## src/rtl/i2c_tgt_pkg.sv

```systemverilog
package i2c_tgt_pkg;

    typedef enum logic [2:0] {
        ST_IDLE,
        ST_ADDR,
        ST_PTR,
        ST_WDATA,
        ST_ACK,
        ST_RDATA,
        ST_RACK,
        ST_WAIT
    } tgt_state_e;

endpackage

```

## src/rtl/i2c_line_sync.sv

```systemverilog
module i2c_line_sync #(
    parameter int STAGES = 2
) (
    input  logic clk,
    input  logic rst_n,
    input  logic scl_i,
    input  logic sda_i,
    output logic scl_o,
    output logic sda_o,
    output logic scl_rise_o,
    output logic scl_fall_o,
    output logic start_o,
    output logic stop_o
);

    // STAGES must be at least 2
    typedef struct packed {
        logic [STAGES-1:0] scl_sh;
        logic [STAGES-1:0] sda_sh;
        logic              scl_prev;
        logic              sda_prev;
    } sync_t;

    sync_t sync_d, sync_q;

    logic scl_cur, sda_cur;

    always_comb begin
        sync_d          = sync_q;
        sync_d.scl_sh   = {sync_q.scl_sh[STAGES-2:0], scl_i};
        sync_d.sda_sh   = {sync_q.sda_sh[STAGES-2:0], sda_i};
        sync_d.scl_prev = sync_q.scl_sh[STAGES-1];
        sync_d.sda_prev = sync_q.sda_sh[STAGES-1];
    end

    always_ff @(posedge clk or negedge rst_n) begin
        if (!rst_n) begin
            sync_q <= '1;
        end else begin
            sync_q <= sync_d;
        end
    end

    assign scl_cur    = sync_q.scl_sh[STAGES-1];
    assign sda_cur    = sync_q.sda_sh[STAGES-1];
    assign scl_o      = scl_cur;
    assign sda_o      = sda_cur;
    assign scl_rise_o = scl_cur & ~sync_q.scl_prev;
    assign scl_fall_o = ~scl_cur & sync_q.scl_prev;
    assign start_o    = scl_cur & sync_q.scl_prev & sync_q.sda_prev & ~sda_cur;
    assign stop_o     = scl_cur & sync_q.scl_prev & ~sync_q.sda_prev & sda_cur;

endmodule

```

## src/rtl/i2c_reg_bank.sv

```systemverilog
module i2c_reg_bank #(
    parameter int NUM_REGS = 8,
    parameter int DW       = 8,
    localparam int AW      = $clog2(NUM_REGS)
) (
    input  logic          clk,
    input  logic          rst_n,
    input  logic          wr_en,
    input  logic [AW-1:0] wr_addr,
    input  logic [DW-1:0] wr_data,
    input  logic [AW-1:0] rd_addr,
    output logic [DW-1:0] rd_data
);

    logic [DW-1:0] mem_d [NUM_REGS];
    logic [DW-1:0] mem_q [NUM_REGS];

    always_comb begin
        mem_d = mem_q;
        if (wr_en) begin
            mem_d[wr_addr] = wr_data;
        end
    end

    always_ff @(posedge clk or negedge rst_n) begin
        if (!rst_n) begin
            for (int i = 0; i < NUM_REGS; i++) begin
                mem_q[i] <= '0;
            end
        end else begin
            mem_q <= mem_d;
        end
    end

    assign rd_data = mem_q[rd_addr];

    // a write strobe leaves its byte in the addressed register
    a_r5_write_lands: assert property (@(posedge clk) disable iff (!rst_n)
        wr_en |=> mem_q[$past(wr_addr)] == $past(wr_data));

endmodule

```

## src/rtl/i2c_regfile_target.sv

```systemverilog
module i2c_regfile_target
    import i2c_tgt_pkg::*;
#(
    parameter logic [6:0] DEV_ADDR    = 7'h4C,
    parameter int         NUM_REGS    = 8,
    parameter int         SYNC_STAGES = 2
) (
    input  logic clk,
    input  logic rst_n,
    input  logic scl_i,
    input  logic sda_i,
    output logic sda_pull_o
);

    // NUM_REGS: power of two, at most 128
    localparam int PW = $clog2(NUM_REGS);
    localparam logic [PW-1:0] PTR_ONE = PW'(1);

    typedef struct packed {
        tgt_state_e    state;
        tgt_state_e    after_ack;
        logic [3:0]    cnt;
        logic [7:0]    shreg;
        logic [PW-1:0] ptr;
        logic          pull;
        logic          mack;
    } core_t;

    core_t core_d, core_q;

    logic scl_s, sda_s, scl_rise, scl_fall, start_p, stop_p;
    logic          wr_en;
    logic [7:0]    rd_data;

    i2c_line_sync #(.STAGES(SYNC_STAGES)) u_sync (
        .clk        (clk),
        .rst_n      (rst_n),
        .scl_i      (scl_i),
        .sda_i      (sda_i),
        .scl_o      (scl_s),
        .sda_o      (sda_s),
        .scl_rise_o (scl_rise),
        .scl_fall_o (scl_fall),
        .start_o    (start_p),
        .stop_o     (stop_p)
    );

    i2c_reg_bank #(.NUM_REGS(NUM_REGS), .DW(8)) u_bank (
        .clk     (clk),
        .rst_n   (rst_n),
        .wr_en   (wr_en),
        .wr_addr (core_q.ptr),
        .wr_data (core_q.shreg),
        .rd_addr (core_q.ptr),
        .rd_data (rd_data)
    );

    always_comb begin
        core_d = core_q;
        wr_en  = 1'b0;
        if (stop_p) begin
            core_d.state = ST_IDLE;
            core_d.ptr   = '0;
            core_d.pull  = 1'b0;
            core_d.cnt   = '0;
        end else if (start_p) begin
            core_d.state = ST_ADDR;
            core_d.pull  = 1'b0;
            core_d.cnt   = '0;
        end else begin
            unique case (core_q.state)
                ST_ADDR, ST_PTR, ST_WDATA: begin
                    if (scl_rise && core_q.cnt < 4'd8) begin
                        core_d.shreg = {core_q.shreg[6:0], sda_s};
                        core_d.cnt   = core_q.cnt + 4'd1;
                    end else if (scl_fall && core_q.cnt == 4'd8) begin
                        core_d.cnt = '0;
                        if (core_q.state == ST_ADDR) begin
                            if (core_q.shreg[7:1] == DEV_ADDR) begin
                                core_d.pull      = 1'b1;
                                core_d.state     = ST_ACK;
                                core_d.after_ack = core_q.shreg[0] ? ST_RDATA : ST_PTR;
                            end else begin
                                core_d.state = ST_WAIT;
                            end
                        end else if (core_q.state == ST_PTR) begin
                            core_d.ptr       = core_q.shreg[PW-1:0];
                            core_d.pull      = 1'b1;
                            core_d.state     = ST_ACK;
                            core_d.after_ack = ST_WDATA;
                        end else begin
                            wr_en            = 1'b1;
                            core_d.ptr       = core_q.ptr + PTR_ONE;
                            core_d.pull      = 1'b1;
                            core_d.state     = ST_ACK;
                            core_d.after_ack = ST_WDATA;
                        end
                    end
                end
                ST_ACK: begin
                    if (scl_fall) begin
                        core_d.pull  = 1'b0;
                        core_d.cnt   = '0;
                        core_d.state = core_q.after_ack;
                        if (core_q.after_ack == ST_RDATA) begin
                            core_d.shreg = rd_data;
                            core_d.pull  = ~rd_data[7];
                        end
                    end
                end
                ST_RDATA: begin
                    if (scl_rise) begin
                        core_d.cnt = core_q.cnt + 4'd1;
                    end else if (scl_fall) begin
                        if (core_q.cnt == 4'd8) begin
                            core_d.pull  = 1'b0;
                            core_d.state = ST_RACK;
                            core_d.ptr   = core_q.ptr + PTR_ONE;
                            core_d.cnt   = '0;
                        end else begin
                            core_d.shreg = {core_q.shreg[6:0], 1'b0};
                            core_d.pull  = ~core_q.shreg[6];
                        end
                    end
                end
                ST_RACK: begin
                    if (scl_rise) begin
                        core_d.mack = ~sda_s;
                        core_d.cnt  = 4'd1;
                    end else if (scl_fall && core_q.cnt == 4'd1) begin
                        core_d.cnt = '0;
                        if (core_q.mack) begin
                            core_d.shreg = rd_data;
                            core_d.pull  = ~rd_data[7];
                            core_d.state = ST_RDATA;
                        end else begin
                            core_d.state = ST_WAIT;
                        end
                    end
                end
                default: ;
            endcase
        end
    end

    always_ff @(posedge clk or negedge rst_n) begin
        if (!rst_n) begin
            core_q           <= '0;
            core_q.state     <= ST_IDLE;
            core_q.after_ack <= ST_IDLE;
        end else begin
            core_q <= core_d;
        end
    end

    assign sda_pull_o = core_q.pull;

    // the pull-down toggles only after SCL was seen low
    a_r10_pull_moves_scl_low: assert property (@(posedge clk) disable iff (!rst_n)
        (core_q.pull != $past(core_q.pull)) |-> !$past(scl_s));

    // idle or ignoring the bus means SDA released
    a_r3_quiet_when_waiting: assert property (@(posedge clk) disable iff (!rst_n)
        (core_q.state == ST_WAIT || core_q.state == ST_IDLE) |-> !core_q.pull);

    // STOP clears the pointer
    a_r6_stop_clears_ptr: assert property (@(posedge clk) disable iff (!rst_n)
        stop_p |=> (core_q.ptr == '0 && core_q.state == ST_IDLE));

    // repeated START keeps the pointer
    a_r7_restart_keeps_ptr: assert property (@(posedge clk) disable iff (!rst_n)
        (start_p && !stop_p) |=> core_q.ptr == $past(core_q.ptr));

    // SDA is left to the master during its acknowledge slot
    a_r8_release_for_master_ack: assert property (@(posedge clk) disable iff (!rst_n)
        (core_q.state == ST_RACK) |-> !core_q.pull);

endmodule

```

## config.mk

```make
export PLATFORM = sky130hd
export DESIGN_NAME = i2c_regfile_target
export DESIGN_NICKNAME = d
export VERILOG_FILES = /design/src/rtl/i2c_tgt_pkg.sv /design/src/rtl/i2c_line_sync.sv /design/src/rtl/i2c_reg_bank.sv /design/src/rtl/i2c_regfile_target.sv
export SDC_FILE = /design/constraint.sdc
export NUM_CORES = 1
export LEC_CHECK = 0
export ABC_AREA = 1
export BUFFER_PORTS_ARGS = -buffer_cell sky130_fd_sc_hd__buf_4
export CORE_MARGIN = 2
export CORE_UTILIZATION = 45
export CTS_CLUSTER_SIZE = 20
export DETAILED_ROUTE_END_ITERATION = 8
export GPL_ROUTABILITY_DRIVEN = 0
export PLACE_DENSITY = 0.68
export SETUP_SLACK_MARGIN = 0.4
export SYNTH_ARGS = -nofsm -noshare
export SYNTH_HDL_FRONTEND = slang
export SYNTH_SLANG_ARGS = --single-unit
```

## constraint.sdc

```tcl
create_clock -name clk -period 5.8 [get_ports clk]
set_input_delay 0.58 -clock clk [delete_from_list [all_inputs] [get_ports clk]]
set_output_delay 0.58 -clock clk [all_outputs]
set_load 0.05 [all_outputs]
```

==> metrics <==
status=completed; skew final=around 13 ps; area leader, netlist=dfrtp_1; post-cts resize count=0; root buffer selected by CTS=clkbuf_8; relative slew slack=29.5%; Worst Max-Slew Pin Slew=1050 ps; Sw Ratio=a little over a third; post-synthesis adder-cell area fraction=around 1.8%; clock latency on the worst-skew pair=370 ps; Die W=approximately 110 um; Max Freq=between 300 and 400 MHz; design area=5110 um^2; DR WL/cell=14.4 um; kind of cell adding the most delay to the critical path=buffers and inverters; HPWL after DPL=approximately 8000 um; Slowest cell on crit path=clkinv_1; peak supply drop=between 0.1 and 0.15 mV; grt total ovfl=0; nets=670; xor and xnor fraction of the mapped netlist area=less than 1%; largest family of logic cells by synthesized area=simple AND/OR/NAND/NOR gates; sw power=approximately 0.5 mW; RSZ-0062 raised after global routing=no; clock buffer depth=2; Worst Setup End Kind=register; max cap viols=0; vias in the first global route=roughly 4.0k; Top FF cell, synth=dfrtp_1; Max stage delay on crit path=~950 ps; first-pass GRT wire length=19600 um; worst path cell trace=buf_4 -> clkinv_1 -> nand3_1 -> nand2_1 -> o21ai_0; CP Buf/Inv Count=2; # H-tree levels=3; crit path DAT=roughly 3200 ps; worst hold margin=~140 ps; Netlist cell types=25; Compound-Gate Fraction of Synth Area=a little under an eighth; gr usage total=21.4%; IO Pins=5; initial core utilization=46.5%; Synth area leaders=dfrtp_1 (45%), nand2_1 (23%), o21ai_0 (9.3%); EDFF count, synth=0; DRT met1 WL=between 5000 and 6000 um; routed vias/inst=around 5.3; Die Area=11600 um^2; Syn. warnings=0; Crit path depth=5; Mapped Area=between 4000 and 5000 um^2; final setup fails=0; Hold Vio Cnt, Final=0; initial antenna violation count=0; met3 wire len=between 600 and 700 um; Final Power=1.41 mW; Synth Area in Simple Gates=between 30% and 40%; most frequent cells after synthesis=nand2_1 (299), o21ai_0 (90), dfrtp_1 (87); Seq cells post-synth=93; Int Pwr=0.907 mW; register area share after synthesis=between 40% and 50%; num rows=37; Iter 0 DRT Violations=413; FF-to-FF End=u_bank.mem_q[47]; via count=~4.2k; asr flop ratio synth=100%; area grow syn2layout=5.34%; hold buffer count at CTS=0; reg2reg path depth=5; top-area cell type share of the netlist area=between 40% and 50%; Setup crit start=core_q[2]; syn_area_per_cell=approximately 7.3 um^2; ANT cells=0; syn_nets=approximately 670; area after detailed placement=between 4000 and 5000 um^2; Max FO, Critical Path=39; count leader, synth=nand2_1; pwr dens=roughly 280 nW/um^2; CTS tree=built; Pre-antenna DRT Iters=6; critical path type=reg -> reg; largest net degree at the start of global routing=61; Port Buf Inserts=4; DRC Markers=0; # clock sinks=93; Comb power frac=between 15 and 20%; Post-CTS Setup Bufs=0; Top Metal Used=met4; Total Wirelength=approximately 11000 um; R2R setup slack=2910 ps; hold crit path type=in -> async; cts bufs inserted=9; leakage power=roughly 2.5 nW; shortest period the worst path allows=between 2000 and 3000 ps; final core occ=49.0%; worst r2r src=core_q[2]; required time worst endpoint=~6100 ps; Worst-path clk slew=100 ps; multiplexer share of the synthesized area=0%; fraction of layout cells with a size suffix above 1=4.52%; Setup crit end=u_bank.mem_q[47]; Fin Setup TNS=0 ps; Core Area=between 10000 and 15000 um^2; crit start category=register; Syn Inst Count=between 600 and 700; sequential cell fraction of total power=a little over half; Clk pwr share=a little under a third; final antenna-violating net count=0; max-slew violation count=0; Die Y=108 um; Tcrit/Tclk final=49.9%; routed wl met2=a little over 5000 um
==> worst min-delay path by stage <==
stage,end,cells after the start,slack (ps)
global route,u_bank.mem_q[10],1,150
detailed placement,u_sync.sda_o,0,350
CTS,u_bank.mem_q[5],1,150
finish,u_bank.mem_q[13],1,140
global placement,u_sync.sda_o,0,350
floorplan,core_q[0],0,280
==> placed cells by master (no fill, tap or decap), drive strengths merged, types with 3 or more instances in the layout <==
cell	netlist	final
nand2	299	299
clkbuf	13	10
nand3	29	29
dfrtp	87	87
nand4	10	10
ha	7	7
dfstp	6	6
inv	37	41
o21ai	90	90
a21oi	13	13
nor3	3	3
buf	8	6
nor2	50	50
==> final cells by class <==
class,count,area [um^2]
Clock buffer,10,138
Clock inverter,6,52.6
Fill cell,1043,5310
Inverter,39,146
Multi-Input combinational cell,510,2220
Sequential cell,93,2330
Tap cell,136,170
Timing Repair Buffer,6,45.0
==> flip-flops by register name, indices dropped and copies added (netlist names) <==
signal / cells
u_bank.mem_q: 64
core_q: 22
u_sync.sync_d: 2
u_sync.sync_q: 2
sda_pull_o: 1
u_sync.scl_o: 1
u_sync.sda_o: 1
==> routing by layer <==
metal	track usage [%]	vias up
met2	33.4	126
met4	5.86	0
li1	-	2107
met3	3.81	10
met1	30.5	2001
met5	0	-
==> power by group through the flow <==
stage                     Clock (mW)  Combinational (mW)  Sequential [mW]
after floorplan                    0               0.179            0.725
after global placement             0               0.240            0.746
after detailed placement           0               0.244            0.747
after CTS                      0.435               0.246            0.734
after global routing           0.461               0.277            0.741
final                          0.426               0.245            0.734
==> metrics by stage <==
stage / cells / worst slack, ps
CTS: 800 / 2880
detailed placement: 784 / 2910
global route: 800 / 2520
floorplan: 663 / 3790
finish: 800 / 2910
global placement: 784 / 2960
==> kinds of logic after synthesis <==
kind of cell             count (synthesis)
AND/OR/NAND/NOR                        391
AO/OA/AOI/OAI                          109
flip-flops                              93
buffers and inverters                   60
adder cells (fa/ha/maj)                  7
XOR/XNOR                                 3
Power figures use the tool's default switching activity.
